### config.mk
export PLATFORM = sky130hd
export DESIGN_NAME = cwf_line_fill
export DESIGN_NICKNAME = d
export VERILOG_FILES = /design/src/rtl/cwf_pkg.sv /design/src/rtl/cwf_wrap_seq.sv /design/src/rtl/cwf_valid_bits.sv /design/src/rtl/cwf_fill_ctrl.sv /design/src/rtl/cwf_line_fill.sv
export SDC_FILE = /design/constraint.sdc
export NUM_CORES = 1
export LEC_CHECK = 0
export BUFFER_PORTS_ARGS = -buffer_cell sky130_fd_sc_hd__buf_2
export CAP_MARGIN = 20
export CORE_MARGIN = 1.5
export CORE_UTILIZATION = 40
export CTS_CLUSTER_SIZE = 14
export DETAILED_ROUTE_END_ITERATION = 7
export PLACE_DENSITY = 0.81
export SLEW_MARGIN = 5
export SYNTH_ARGS = -nofsm -noshare
export SYNTH_HDL_FRONTEND = slang
export SYNTH_SLANG_ARGS = --single-unit
### constraint.sdc
create_clock -name clk -period 2.8 [get_ports clk]
set_clock_uncertainty 0.1 [all_clocks]
set_input_delay 0 -clock clk [delete_from_list [all_inputs] [get_ports clk]]
set_output_delay 0 -clock clk [all_outputs]
set_load 0.02 [all_outputs]
### src/rtl/cwf_pkg.sv
package cwf_pkg;
   typedef enum logic [1:0] {
      FS_IDLE  = 2'd0,
      FS_REQ   = 2'd1,
      FS_BEATS = 2'd2
   } fill_state_e;
endpackage

### src/rtl/cwf_wrap_seq.sv
module cwf_wrap_seq #(
   parameter int WORDS = 8,
   localparam int OFF_W = $clog2(WORDS)
) (
   input  logic             clk,
   input  logic             rst_n,
   input  logic             load_i,
   input  logic [OFF_W-1:0] start_i,
   input  logic             step_i,
   output logic [OFF_W-1:0] word_o,
   output logic             first_o,
   output logic             last_o
);
   localparam logic [OFF_W-1:0] LAST_CNT = OFF_W'(WORDS - 1);

   logic [OFF_W-1:0] start_q;
   logic [OFF_W-1:0] cnt_q;

   always_ff @(posedge clk) begin
      if (!rst_n) begin
         start_q <= '0;
         cnt_q   <= '0;
      end else if (load_i) begin
         start_q <= start_i;
         cnt_q   <= '0;
      end else if (step_i) begin
         cnt_q <= last_o ? '0 : cnt_q + OFF_W'(1);
      end
   end

   assign first_o = (cnt_q == '0);
   assign last_o  = (cnt_q == LAST_CNT);

   generate
      if ((WORDS & (WORDS - 1)) == 0) begin : g_pow2
         assign word_o = start_q + cnt_q;
      end else begin : g_mod
         localparam logic [OFF_W:0] LIMIT = (OFF_W + 1)'(WORDS);
         logic [OFF_W:0] sum;
         always_comb begin
            sum = {1'b0, start_q} + {1'b0, cnt_q};
            if (sum >= LIMIT) sum = sum - LIMIT;
         end
         assign word_o = sum[OFF_W-1:0];
      end
   endgenerate


   cnt_range_chk: assert property (@(posedge clk) disable iff (!rst_n)
      step_i && !load_i && last_o |=> first_o);
endmodule

### src/rtl/cwf_valid_bits.sv
module cwf_valid_bits #(
   parameter int WORDS = 8,
   localparam int OFF_W = $clog2(WORDS)
) (
   input  logic             clk,
   input  logic             rst_n,
   input  logic             clr_i,
   input  logic             set_i,
   input  logic [OFF_W-1:0] set_word_i,
   output logic [WORDS-1:0] valid_o
);
   generate
      for (genvar i = 0; i < WORDS; i++) begin : g_bit
         always_ff @(posedge clk) begin
            if (!rst_n)
               valid_o[i] <= 1'b0;
            else if (clr_i)
               valid_o[i] <= 1'b0;
            else if (set_i && set_word_i == OFF_W'(i))
               valid_o[i] <= 1'b1;
         end
      end
   endgenerate


   valid_keep_chk: assert property (@(posedge clk) disable iff (!rst_n)
      !clr_i |=> ((valid_o & $past(valid_o)) == $past(valid_o)));


   valid_step_chk: assert property (@(posedge clk) disable iff (!rst_n)
      !clr_i |=> ($countones(valid_o) <= $countones($past(valid_o)) + 1));
endmodule

### src/rtl/cwf_fill_ctrl.sv
module cwf_fill_ctrl
   import cwf_pkg::*;
#(
   parameter int LINE_W = 26,
   parameter int OFF_W  = 3
) (
   input  logic              clk,
   input  logic              rst_n,
   input  logic              miss_valid_i,
   input  logic [LINE_W-1:0] miss_line_i,
   input  logic [OFF_W-1:0]  miss_word_i,
   output logic              miss_ready_o,
   output logic              req_valid_o,
   output logic [LINE_W-1:0] req_line_o,
   output logic [OFF_W-1:0]  req_word_o,
   input  logic              req_ready_i,
   output logic              accept_o,
   output logic              in_beats_o,
   input  logic              beat_take_i,
   input  logic              beat_last_i,
   output logic              done_o
);
   fill_state_e state_q, state_d;

   assign miss_ready_o = (state_q == FS_IDLE);
   assign accept_o     = miss_valid_i && miss_ready_o;
   assign req_valid_o  = (state_q == FS_REQ);
   assign in_beats_o   = (state_q == FS_BEATS);

   always_comb begin
      state_d = state_q;
      unique case (state_q)
         FS_IDLE:  if (accept_o) state_d = FS_REQ;
         FS_REQ:   if (req_ready_i) state_d = FS_BEATS;
         FS_BEATS: if (beat_take_i && beat_last_i) state_d = FS_IDLE;
         default:  state_d = FS_IDLE;
      endcase
   end

   always_ff @(posedge clk) begin
      if (!rst_n) begin
         state_q    <= FS_IDLE;
         req_line_o <= '0;
         req_word_o <= '0;
         done_o     <= 1'b0;
      end else begin
         state_q <= state_d;
         done_o  <= beat_take_i && beat_last_i;
         if (accept_o) begin
            req_line_o <= miss_line_i;
            req_word_o <= miss_word_i;
         end
      end
   end


   req_hold_chk: assert property (@(posedge clk) disable iff (!rst_n)
      req_valid_o && !req_ready_i |=> req_valid_o && $stable(req_word_o) && $stable(req_line_o));


   done_ready_chk: assert property (@(posedge clk) disable iff (!rst_n)
      done_o |-> miss_ready_o);
endmodule

### src/rtl/cwf_line_fill.sv
module cwf_line_fill #(
   parameter int WORDS  = 8,
   parameter int DATA_W = 32,
   parameter int LINE_W = 26,
   localparam int OFF_W = $clog2(WORDS)
) (
   input  logic              clk,
   input  logic              rst_n,
   input  logic              miss_valid,
   input  logic [LINE_W-1:0] miss_line,
   input  logic [OFF_W-1:0]  miss_word,
   output logic              miss_ready,
   output logic              mem_req_valid,
   output logic [LINE_W-1:0] mem_req_line,
   output logic [OFF_W-1:0]  mem_req_word,
   input  logic              mem_req_ready,
   input  logic              mem_beat_valid,
   input  logic [DATA_W-1:0] mem_beat_data,
   output logic              store_we,
   output logic [OFF_W-1:0]  store_word,
   output logic [DATA_W-1:0] store_data,
   output logic              cpu_rsp_valid,
   output logic [OFF_W-1:0]  cpu_rsp_word,
   output logic [DATA_W-1:0] cpu_rsp_data,
   input  logic              acc_valid,
   input  logic [OFF_W-1:0]  acc_word,
   output logic              acc_hit,
   output logic              acc_stall,
   output logic [WORDS-1:0]  line_valid,
   output logic              fill_done
);
   generate
      if (WORDS < 2) begin : g_bad_words
         $error("WORDS must be at least 2");
      end
      if (DATA_W < 1) begin : g_bad_data
         $error("DATA_W must be at least 1");
      end
      if (LINE_W < 1) begin : g_bad_line
         $error("LINE_W must be at least 1");
      end
   endgenerate

   logic             accept;
   logic             in_beats;
   logic             beat_take;
   logic             beat_first;
   logic             beat_last;
   logic [OFF_W-1:0] beat_word;
   logic             acc_match;
   logic             word_ok;

   assign beat_take = mem_beat_valid && in_beats;

   cwf_fill_ctrl #(.LINE_W(LINE_W), .OFF_W(OFF_W)) u_ctrl (
      .clk          (clk),
      .rst_n        (rst_n),
      .miss_valid_i (miss_valid),
      .miss_line_i  (miss_line),
      .miss_word_i  (miss_word),
      .miss_ready_o (miss_ready),
      .req_valid_o  (mem_req_valid),
      .req_line_o   (mem_req_line),
      .req_word_o   (mem_req_word),
      .req_ready_i  (mem_req_ready),
      .accept_o     (accept),
      .in_beats_o   (in_beats),
      .beat_take_i  (beat_take),
      .beat_last_i  (beat_last),
      .done_o       (fill_done)
   );

   cwf_wrap_seq #(.WORDS(WORDS)) u_seq (
      .clk     (clk),
      .rst_n   (rst_n),
      .load_i  (accept),
      .start_i (miss_word),
      .step_i  (beat_take),
      .word_o  (beat_word),
      .first_o (beat_first),
      .last_o  (beat_last)
   );

   cwf_valid_bits #(.WORDS(WORDS)) u_valid (
      .clk        (clk),
      .rst_n      (rst_n),
      .clr_i      (accept),
      .set_i      (beat_take),
      .set_word_i (beat_word),
      .valid_o    (line_valid)
   );

   assign store_we   = beat_take;
   assign store_word = beat_word;
   assign store_data = mem_beat_data;

   assign word_ok       = line_valid[acc_word];
   assign acc_match     = acc_valid && (acc_word == beat_word);
   assign cpu_rsp_valid = beat_take && (beat_first || acc_match);
   assign cpu_rsp_word  = beat_word;
   assign cpu_rsp_data  = mem_beat_data;

   assign acc_hit   = acc_valid && word_ok;
   assign acc_stall = acc_valid && !word_ok && !miss_ready;


   done_full_chk: assert property (@(posedge clk) disable iff (!rst_n)
      fill_done |-> (&line_valid));


   store_fresh_chk: assert property (@(posedge clk) disable iff (!rst_n)
      store_we |-> !line_valid[store_word]);


   first_word_chk: assert property (@(posedge clk) disable iff (!rst_n)
      store_we && (line_valid == '0) |-> cpu_rsp_valid && (cpu_rsp_word == mem_req_word));


   busy_hold_chk: assert property (@(posedge clk) disable iff (!rst_n)
      !miss_ready && !fill_done |=> !$rose(mem_req_valid));
endmodule

==> metrics.txt, run 1 <==
leakage 0.00140 uW; Ant. Diodes 0; die extent in y 79.5 um; Resize count post-CTS 0; cts hold-fix bufs 63; number of synthesis warnings 0; register area share after synthesis 36.8%; setup TNS 0 ns; final wirelength 6.18 mm; Yosys reg bits 43; PortBufs 87; vias in the first global route 2006; dpl cells 361; Remaining DRCs 0; placeable core region 5570 um2; Pre-antenna DRT Iters 4; first-pass GRT wire length 9.38 mm; synthesized instance count 278; Initial Util 42.0%; Top Usage Layer GRT met2; CP max FO 11; VDD IR-drop max 290 uV; Post-synth EDFFs 0; Yosys cell types 36; # H-tree levels 2; io pins 184; Final Hold Viols 0; Reg clk slew, reported paths 0.07 ns; Slew @ Worst Pin 0.508 ns; filler instances 511; Clock Path Buffers 2; R2R setup slack 0.58 ns; Area Growth Syn to Fin 31.4%; nets 434; Via density 4.87; pin count of the biggest net entering global routing 35; CP Launch Type flip-flop; Worst slew margin 66.2%; post-CTS repair timing setup buffer count 0; period utilization 79.5%; die area 6310 um2; Post-Synthesis Cell Area 2340 um2; Post-Layout Cell Count 431; syn nets 353; dpl hpwl 3.87 mm; total clock sinks 43; Max Clk Rate 0.450 GHz; CTS tree built; gpl congestion 0.871; WL/cell 14.3 um; Tmin final 2.22 ns; Global Route Usage Sum 19.1%; share of post-route cells with drive strength above 1 27.6%; Placement Setup Slack 0.626 ns; CTS Root Cell clkbuf_8; initial antenna violation count 0; number of max-cap violations 0; vias 2097; Mean Syn Cell Area 8.41 um2; Critical Path Sink Type output pin; worst setup margin 0.575 ns; Power Dens Cells 490 nW/um2; GR Util met2 34.6%; gr ovfl total 0; RSZ-0062 raised after global routing no; clock latency at the later pin of the worst-skew pair 0.29 ns; Hold Path Class in -> reg; Final Max Slew Viols 0; Data arrival, critical path 2.12 ns; critical path class reg -> out; # rows 27; status complete, no violations; grt met1 use 21.1%; Critical Path RT 2.70 ns; Die Wd 79.5 um; cts bufs inserted 5; routing usage on met3 4.80%; Post-synth ARST share 0%; Post-DRT Antenna Nets 0; Iter 0 DRT Violations 60; Setup-failing EPs final 0; commonest register cell after synthesis dfxtp_1
critical path: stages (launching register included):
cell,delay (ns)
dfxtp_1,0.40
ha_1,0.18
inv_1,0.05
fa_1,0.36
xnor3_2,0.35
xor2_1,0.18
o21ai_1,0.15
buf_2,0.18
where the power goes:
| group | internal (uW) | leakage, uW | switching, uW |
|---|---|---|---|
| Combinational | 148 | 0.00100 | 237 |
| Clock | 262 | 0.0000513 | 199 |
| Sequential | 642 | 0.000351 | 18.5 |
placed cells by master (no fill, tap or decap), types with 3 or more instances in the layout:
master,netlist,routed
mux2i_1,4,4
nand3b_1,4,4
clkbuf_8,0,5
a21boi_0,20,20
a21oi_1,4,4
nor2b_1,4,4
o21a_1,4,4
a21boi_1,9,9
nor4_1,3,3
nor2_1,6,6
buf_2,1,87
a41oi_1,4,4
inv_1,7,7
ha_1,4,4
dlygate4sd3_1,0,63
nand2_1,63,63
dfxtp_1,43,43
stage by stage:
step                hold slack (ns)  total power (uW)  instance area, um2  util [%]
finish                        0.107              1510                3070      55.1
global placement            -0.0998               908                2340      42.0
CTS                          0.0923              1520                3070      55.1
floorplan                    0.0126               958                2340         -
detailed placement          -0.0998               914                2340      42.0
global route                  0.129              1580                3070      55.1
synthesized netlist by cell type (all sizes together) (2+ instances only):
cell type / number / share of area (%)
xor2: 2 / 0.75
nand2: 63 / 10
nor4: 3 / 0.80
mux2i: 4 / 1.7
nand3b: 4 / 1.3
a41oi: 4 / 1.5
inv: 7 / 1.1
nor2b: 4 / 1.1
ha: 4 / 2.1
clkbuf: 10 / 1.6
nor2: 6 / 0.96
a21oi: 5 / 1.2
dfxtp: 43 / 37
a22oi: 2 / 0.64
o21a: 4 / 1.3
o21ai: 2 / 0.43
a21boi: 29 / 9.3
buf: 68 / 22
final timing paths:
kind,from,cells after the start,to
worst max-delay path,u_seq.cnt_q[0],7,cpu_rsp_valid
worst min-delay path,rst_n,2,u_ctrl.state_q[0]
worst max register to register,u_seq.cnt_q[0],6,u_valid.valid_o[1]
worst min register to register,u_ctrl.req_line_o[9],2,u_ctrl.req_line_o[9]
layout make-up:
class                   instances  area, um2  share of cell area [%]
clock inverters                 1       30.0                   0.978
clock buffers                   6       72.6                    2.36
multi-input cells             149        907                    29.5
repair buffers                152       1080                    35.2
well taps                      72       90.1                    2.93
flip-flops and latches         43        861                    28.0
inverters                       8       30.0                   0.978
logic make-up (layout without fill, tap and decap cells):
group,after synthesis,after routing,share of synthesized area [%]
simple gates,89,89,17.1
buf+inv,86,167,24.6
compound gates,47,47,14.7
flops,43,43,36.8
fa+ha+maj,5,5,3.00
xor+xnor,4,4,2.14
mux,4,4,1.71
per-layer routing:
metal	routed length [um]	share of wire (%)	vias to the layer above
met5	0	0	-
met4	146	2.4	0
met3	417	6.7	15
met2	3140	51	118
met1	2480	40	963
li1	-	-	1001
flip-flops by register name, summed over array words and instances (netlist names):
register           flops
u_ctrl.state_q         2
u_ctrl.req_line_o     26
u_seq.start_q          3
u_valid.valid_o        8
u_seq.cnt_q            3
u_ctrl.done_o          1
(Power assumes the default switching activity.)
==> run 2: changes to the inputs <==
- CORE_UTILIZATION: 40 -> 36
- PLACE_DENSITY: 0.81 -> 0.77
- clock period: 2.8 -> 1.85 ns (I/O delays scaled with it)
==> metrics.txt, run 2 (synthesis results as in run 1) <==
status complete, but fails checks; violated checks negative setup slack; Largest register FFs 26 (unchanged); CP Launch Type flip-flop; met2 WL 3.30 mm (+5.0%); Design Area, Final 3240 um2 (+5.6%); Remaining DRCs 0 (unchanged); total power 2330 uW (+55%); cell area after placement 2430 um2 (+3.7%); Worst slew margin 65.1% (-1.1 points); commonest non-fill, non-tap cell in the layout buf_2; Die Wd 83.6 um (+5.2%); Min Hold Slack 0.0233 ns (-0.0832 ns); nets 444 (+2.3%); dpl hpwl 3.88 mm (+0.28%); io pins 184 (unchanged); cts bufs inserted 5 (unchanged); WL/cell 14.1 um (-2.1%); initial antenna violation count 1 (+1); Via density 4.74 (-2.5%); worst setup margin -0.256 ns (-0.831 ns); Placement Setup Slack -0.0397 ns (-0.665 ns); hold-critical path depth 4 (+2); Critical Path RT 1.98 ns (-0.72 ns); pin count of the biggest net entering global routing 35 (unchanged); VDD IR-drop max 407 uV (+40%); total clock sinks 43 (unchanged); CTS Root Cell clkbuf_8; met3 routed WL 467 um (+12%); die extent in y 83.6 um (+5.2%); Pre-antenna DRT Iters 4 (unchanged); vias 2121 (+1.1%); Global Route Usage Sum 17.0% (-2.1 points); gpl congestion 0.820 (-5.9%); Largest regs u_ctrl.req_line_o (26), u_valid.valid_o (8); clock latency at the later pin of the worst-skew pair 0.30 ns (about the same); M1 WL 2.41 mm (-3.0%); CTS tree built; Worst R2R Path Depth 8 (+2); period utilization 114%; top sig layer met4; Setup-failing EPs final 5 (+5); Hold Path Class in -> reg; Tmin final 2.11 ns; most frequent cells in the layout 83 x buf_2, 63 x nand2_1, 62 x dlygate4sd3_1, 40 x dfxtp_1, 20 x a21boi_0; Top reg by flops u_ctrl.req_line_o; # rows 29 (+7.4%); Max Clk Rate 0.475 GHz; gr ovfl total 0 (unchanged); first-pass GRT wire length 9.65 mm (+2.8%); Final Hold Viols 0 (unchanged); placeable core region 6310 um2 (+13%); Critical Path Sink Type flip-flop; Power Dens Cells 719 nW/um2 (+47%); PortBufs 87 (unchanged); leakage 0.00147 uW (+4.7%); Ant. Diodes 0 (unchanged); RSZ-0062 raised after global routing yes; Slew @ Worst Pin 0.524 ns (+0.0160 ns); Iter 0 DRT Violations 59 (-1.7%); Reg clk slew, reported paths 0.09 ns (+0.02 ns); Final Max Slew Viols 0 (unchanged); critical path class reg -> reg; # H-tree levels 2 (unchanged); R2R setup slack -0.26 ns (-0.83 ns); Layout Utilization 51.4% (-3.7 points); Initial Util 37.0% (-4.9 points); CP max FO 2 (-9); Area Growth Syn to Fin 38.7%; share of post-route cells with drive strength above 1 32.7% (+5.1 points); Data arrival, critical path 2.24 ns (+0.12 ns); final wirelength 6.28 mm (+1.6%); number of max-cap violations 0 (unchanged); vias in the first global route 2123 (+5.8%); Clock Path Buffers 2 (unchanged); Post-DRT Antenna Nets 0 (unchanged); die area 6990 um2 (+11%)
run 2: final cells by class:
class	instances	area, um2
fillers	581	3070
repair buffers	162	1190
multi-input cells	149	952
flip-flops and latches	43	867
clock buffers	7	108
well taps	77	96.3
inverters	8	30.0
clock inverters	1	5.00
run 2: through the flow:
stage	TNS (ns)	instances
floorplan	-0.201	278
global placement	-0.0129	374
detailed placement	-0.0397	374
CTS	-0.494	446
global route	-1.21	447
finish	-0.690	447
run 2: final timing paths:
check	startpoint	end
max reg2reg	u_seq.cnt_q[0]	u_valid.valid_o[1]
min reg2reg	u_ctrl.req_line_o[8]	u_ctrl.req_line_o[8]
max	u_seq.cnt_q[0]	u_valid.valid_o[1]
min	mem_beat_valid	u_ctrl.state_q[1]
run 2: repair_timing:
item | in CTS | in global routing
pin swaps | 4 | 5
gates resized for setup | 5 | 10
hold buffers | 62 | 0
gates cloned | 0 | 0
buffers inserted | 2 | 1
endpoints found under the hold margin | 95 | 0
setup endpoints to repair | 3 | 11
run 2: where the power goes:
group / switching [uW] / leakage [uW] / internal, uW
logic: 372 / 0.00106 / 252
clock network: 327 / 0.0000594 / 383
registers: 28.2 / 0.000353 / 972
run 2: worst max-delay path: stages, from the launching register on:
cell     delay (ns)
dfxtp_2        0.36
ha_4           0.13
inv_2          0.03
fa_2           0.54
buf_4          0.11
buf_6          0.08
inv_2          0.03
or4_4          0.51
a21oi_2        0.15
run 2: per-layer routing:
| layer | vias to the layer above | track usage, % |
|---|---|---|
| li1 | 1023 | - |
| met1 | 975 | 17.8 |
| met2 | 114 | 32.1 |
| met3 | 9 | 4.95 |
| met4 | 0 | 5.81 |
| met5 | - | 0 |
==> run 3: changes to the inputs <==
- SKIP_CTS_REPAIR_TIMING: default -> 1
==> metrics.txt, run 3 (synthesis results as in run 1) <==
status complete, but fails checks; violated checks negative setup slack; Final Hold Viols 0 (unchanged); worst setup margin -0.268 ns (-0.0117 ns); clock latency at the later pin of the worst-skew pair 0.30 ns (about the same); routing usage on met3 5.24% (+0.30 points); total power 2350 uW (+0.67%); CP cell instances ha_4, inv_2, fa_2, buf_6, xor2_1, nand4_1, o21ai_1, buf_4; VDD IR-drop max 398 uV (-2.1%); Largest regs u_ctrl.req_line_o (26), u_valid.valid_o (8); vias in the first global route 1761 (-17%); placeable core region 6310 um2 (unchanged); nets 445 (+0.23%); Power Dens Cells 716 nW/um2 (-0.52%); Critical Path RT 1.75 ns (-0.23 ns); Critical Path Sink Type output pin; gr ovfl total 0 (unchanged); Global Route Usage Sum 14.7% (-2.3 points); share of post-route cells with drive strength above 1 33.2% (+0.45 points); initial antenna violation count 1 (unchanged); Ant. Diodes 0 (unchanged); Largest register FFs 26 (unchanged); Multi-input gate area 967 um2 (+1.6%); Data arrival, critical path 2.02 ns (-0.22 ns); Remaining DRCs 0 (unchanged); CP Depth 8 (unchanged); R2R setup slack -0.10 ns (+0.16 ns); Clock Path Buffers 2 (unchanged); cts bufs inserted 5 (unchanged); io pins 184 (unchanged); Worst slew margin 64.1% (-0.98 points); critical path class reg -> out; die area 6990 um2 (unchanged); WL/cell 14.1 um (+0.57%); Placement Setup Slack -0.0397 ns (unchanged); final wirelength 6.33 mm (+0.80%); grt met1 use 16.7% (-1.1 points); die extent in y 83.6 um (unchanged); Worst Setup EP cpu_rsp_valid; GR Util met2 25.3% (-6.8 points); RSZ-0062 raised after global routing yes; Post-DRT Antenna Nets 0 (unchanged); CTS Root Cell clkbuf_8; Via density 4.73 (-0.36%); Tmin final 2.12 ns (+0.0117 ns); CP max FO 2 (unchanged); Setup-failing EPs final 9 (+4); Die Wd 83.6 um (unchanged); vias 2118 (-0.14%); Storage cell area 870 um2 (+0.29%); Pre-antenna DRT Iters 4 (unchanged); commonest non-fill, non-tap cell in the layout buf_2; CP max stage cell fa_2; Area Growth Syn to Fin 40.4%; number of max-cap violations 0 (unchanged); Hold Path Class in -> reg; Max Clk Rate 0.472 GHz (-0.55%); Slew @ Worst Pin 0.538 ns (+0.0147 ns); hold-critical path depth 4 (unchanged); PortBufs 87 (unchanged); CP Launch Type flip-flop; pin count of the biggest net entering global routing 35 (unchanged); RR Startpoint u_seq.cnt_q[0]; Top Usage Layer GRT met2; WP buf/inv 3 (-1); leakage 0.00148 uW (+0.68%); Iter 0 DRT Violations 53 (-10%); dpl cells 374 (unchanged); filler instances 584 (+0.52%); Post-Layout Cell Count 448 (+0.22%); dpl hpwl 3.88 mm (unchanged); Worst R2R Path Depth 6 (-2); Reg clk slew, reported paths 0.09 ns (about the same); gpl congestion 0.820 (unchanged); Final Max Slew Viols 0 (unchanged); # H-tree levels 2 (unchanged); period utilization 114% (+0.63 points); # rows 29 (unchanged); first-pass GRT wire length 8.31 mm (-14%); Top reg by flops u_ctrl.req_line_o; CP peak stage delay 0.59 ns (+0.05 ns); total clock sinks 43 (unchanged); Initial Util 37.0% (unchanged); CTS tree built; r2r endpoint u_valid.valid_o[1]; most frequent cells in the layout 82 x buf_2, 63 x nand2_1, 62 x dlygate4sd3_1, 40 x dfxtp_1, 20 x a21boi_0; CP startpoint u_seq.cnt_q[0]; CP top delay family adder cells
run 3: changes by cell type in the layout (fill, tap and decap cells not counted):
cell,previous run,this run
buf_6,6,9
buf_2,83,82
buf_4,11,10
dfxtp_2,2,1
dfxtp_4,1,2
nor4_1,1,0
nor4_4,2,3
run 3: through the flow:
stage,hold slack (ns),area (um2),util [%],setup TNS [ns]
2_1_floorplan,0.0126,2360,-,-0.201
3_3_place_gp,-0.0998,2430,38.4,-0.0129
3_5_place_dp,-0.0998,2430,38.4,-0.0397
4_1_cts,-0.183,2540,40.2,-0.373
5_1_grt,0.0457,3280,52.0,-1.36
6_report,0.0220,3280,52.0,-0.657
run 3: worst min path at each step:
stage | end | startpoint | slack, ns
after floorplan | cpu_rsp_data[0] | mem_beat_data[0] | 0.01
after global routing | u_ctrl.state_q[1] | mem_beat_valid | 0.05
after detailed placement | cpu_rsp_data[12] | mem_beat_data[12] | -0.1
after CTS | u_ctrl.req_line_o[12] | miss_line[12] | -0.18
after global placement | cpu_rsp_data[12] | mem_beat_data[12] | -0.1
final | u_ctrl.state_q[1] | mem_beat_valid | 0.02
run 3: worst reg2reg max path: cells and delay by family, from the launching register on:
kind | cells | cell delay [ns]
flops | 1 | 0.36
buf+inv | 1 | 0.04
xor+xnor | 1 | 0.24
simple gates | 1 | 0.54
fa+ha+maj | 2 | 0.49
compound gates | 1 | 0.12
run 3: area by class of cell:
type / instances / area share (%)
clock buffers: 7 / 3.28
repair buffers: 163 / 36.8
clock inverters: 1 / 0.152
multi-input cells: 149 / 29.5
well taps: 77 / 2.93
flip-flops and latches: 43 / 26.5
inverters: 8 / 0.915
run 3: report_power, final:
| group | internal, uW | total [uW] | switching (uW) |
|---|---|---|---|
| Sequential | 970 | 999 | 28.5 |
| Combinational | 258 | 633 | 376 |
| Clock | 383 | 717 | 334 |
| Total | 1610 | 2350 | 738 |
run 3: routing by layer:
metal | vias up | wire [um]
li1 | 1021 | -
met1 | 983 | 2450
met2 | 106 | 3370
met3 | 8 | 441
met4 | 0 | 71
met5 | - | 0
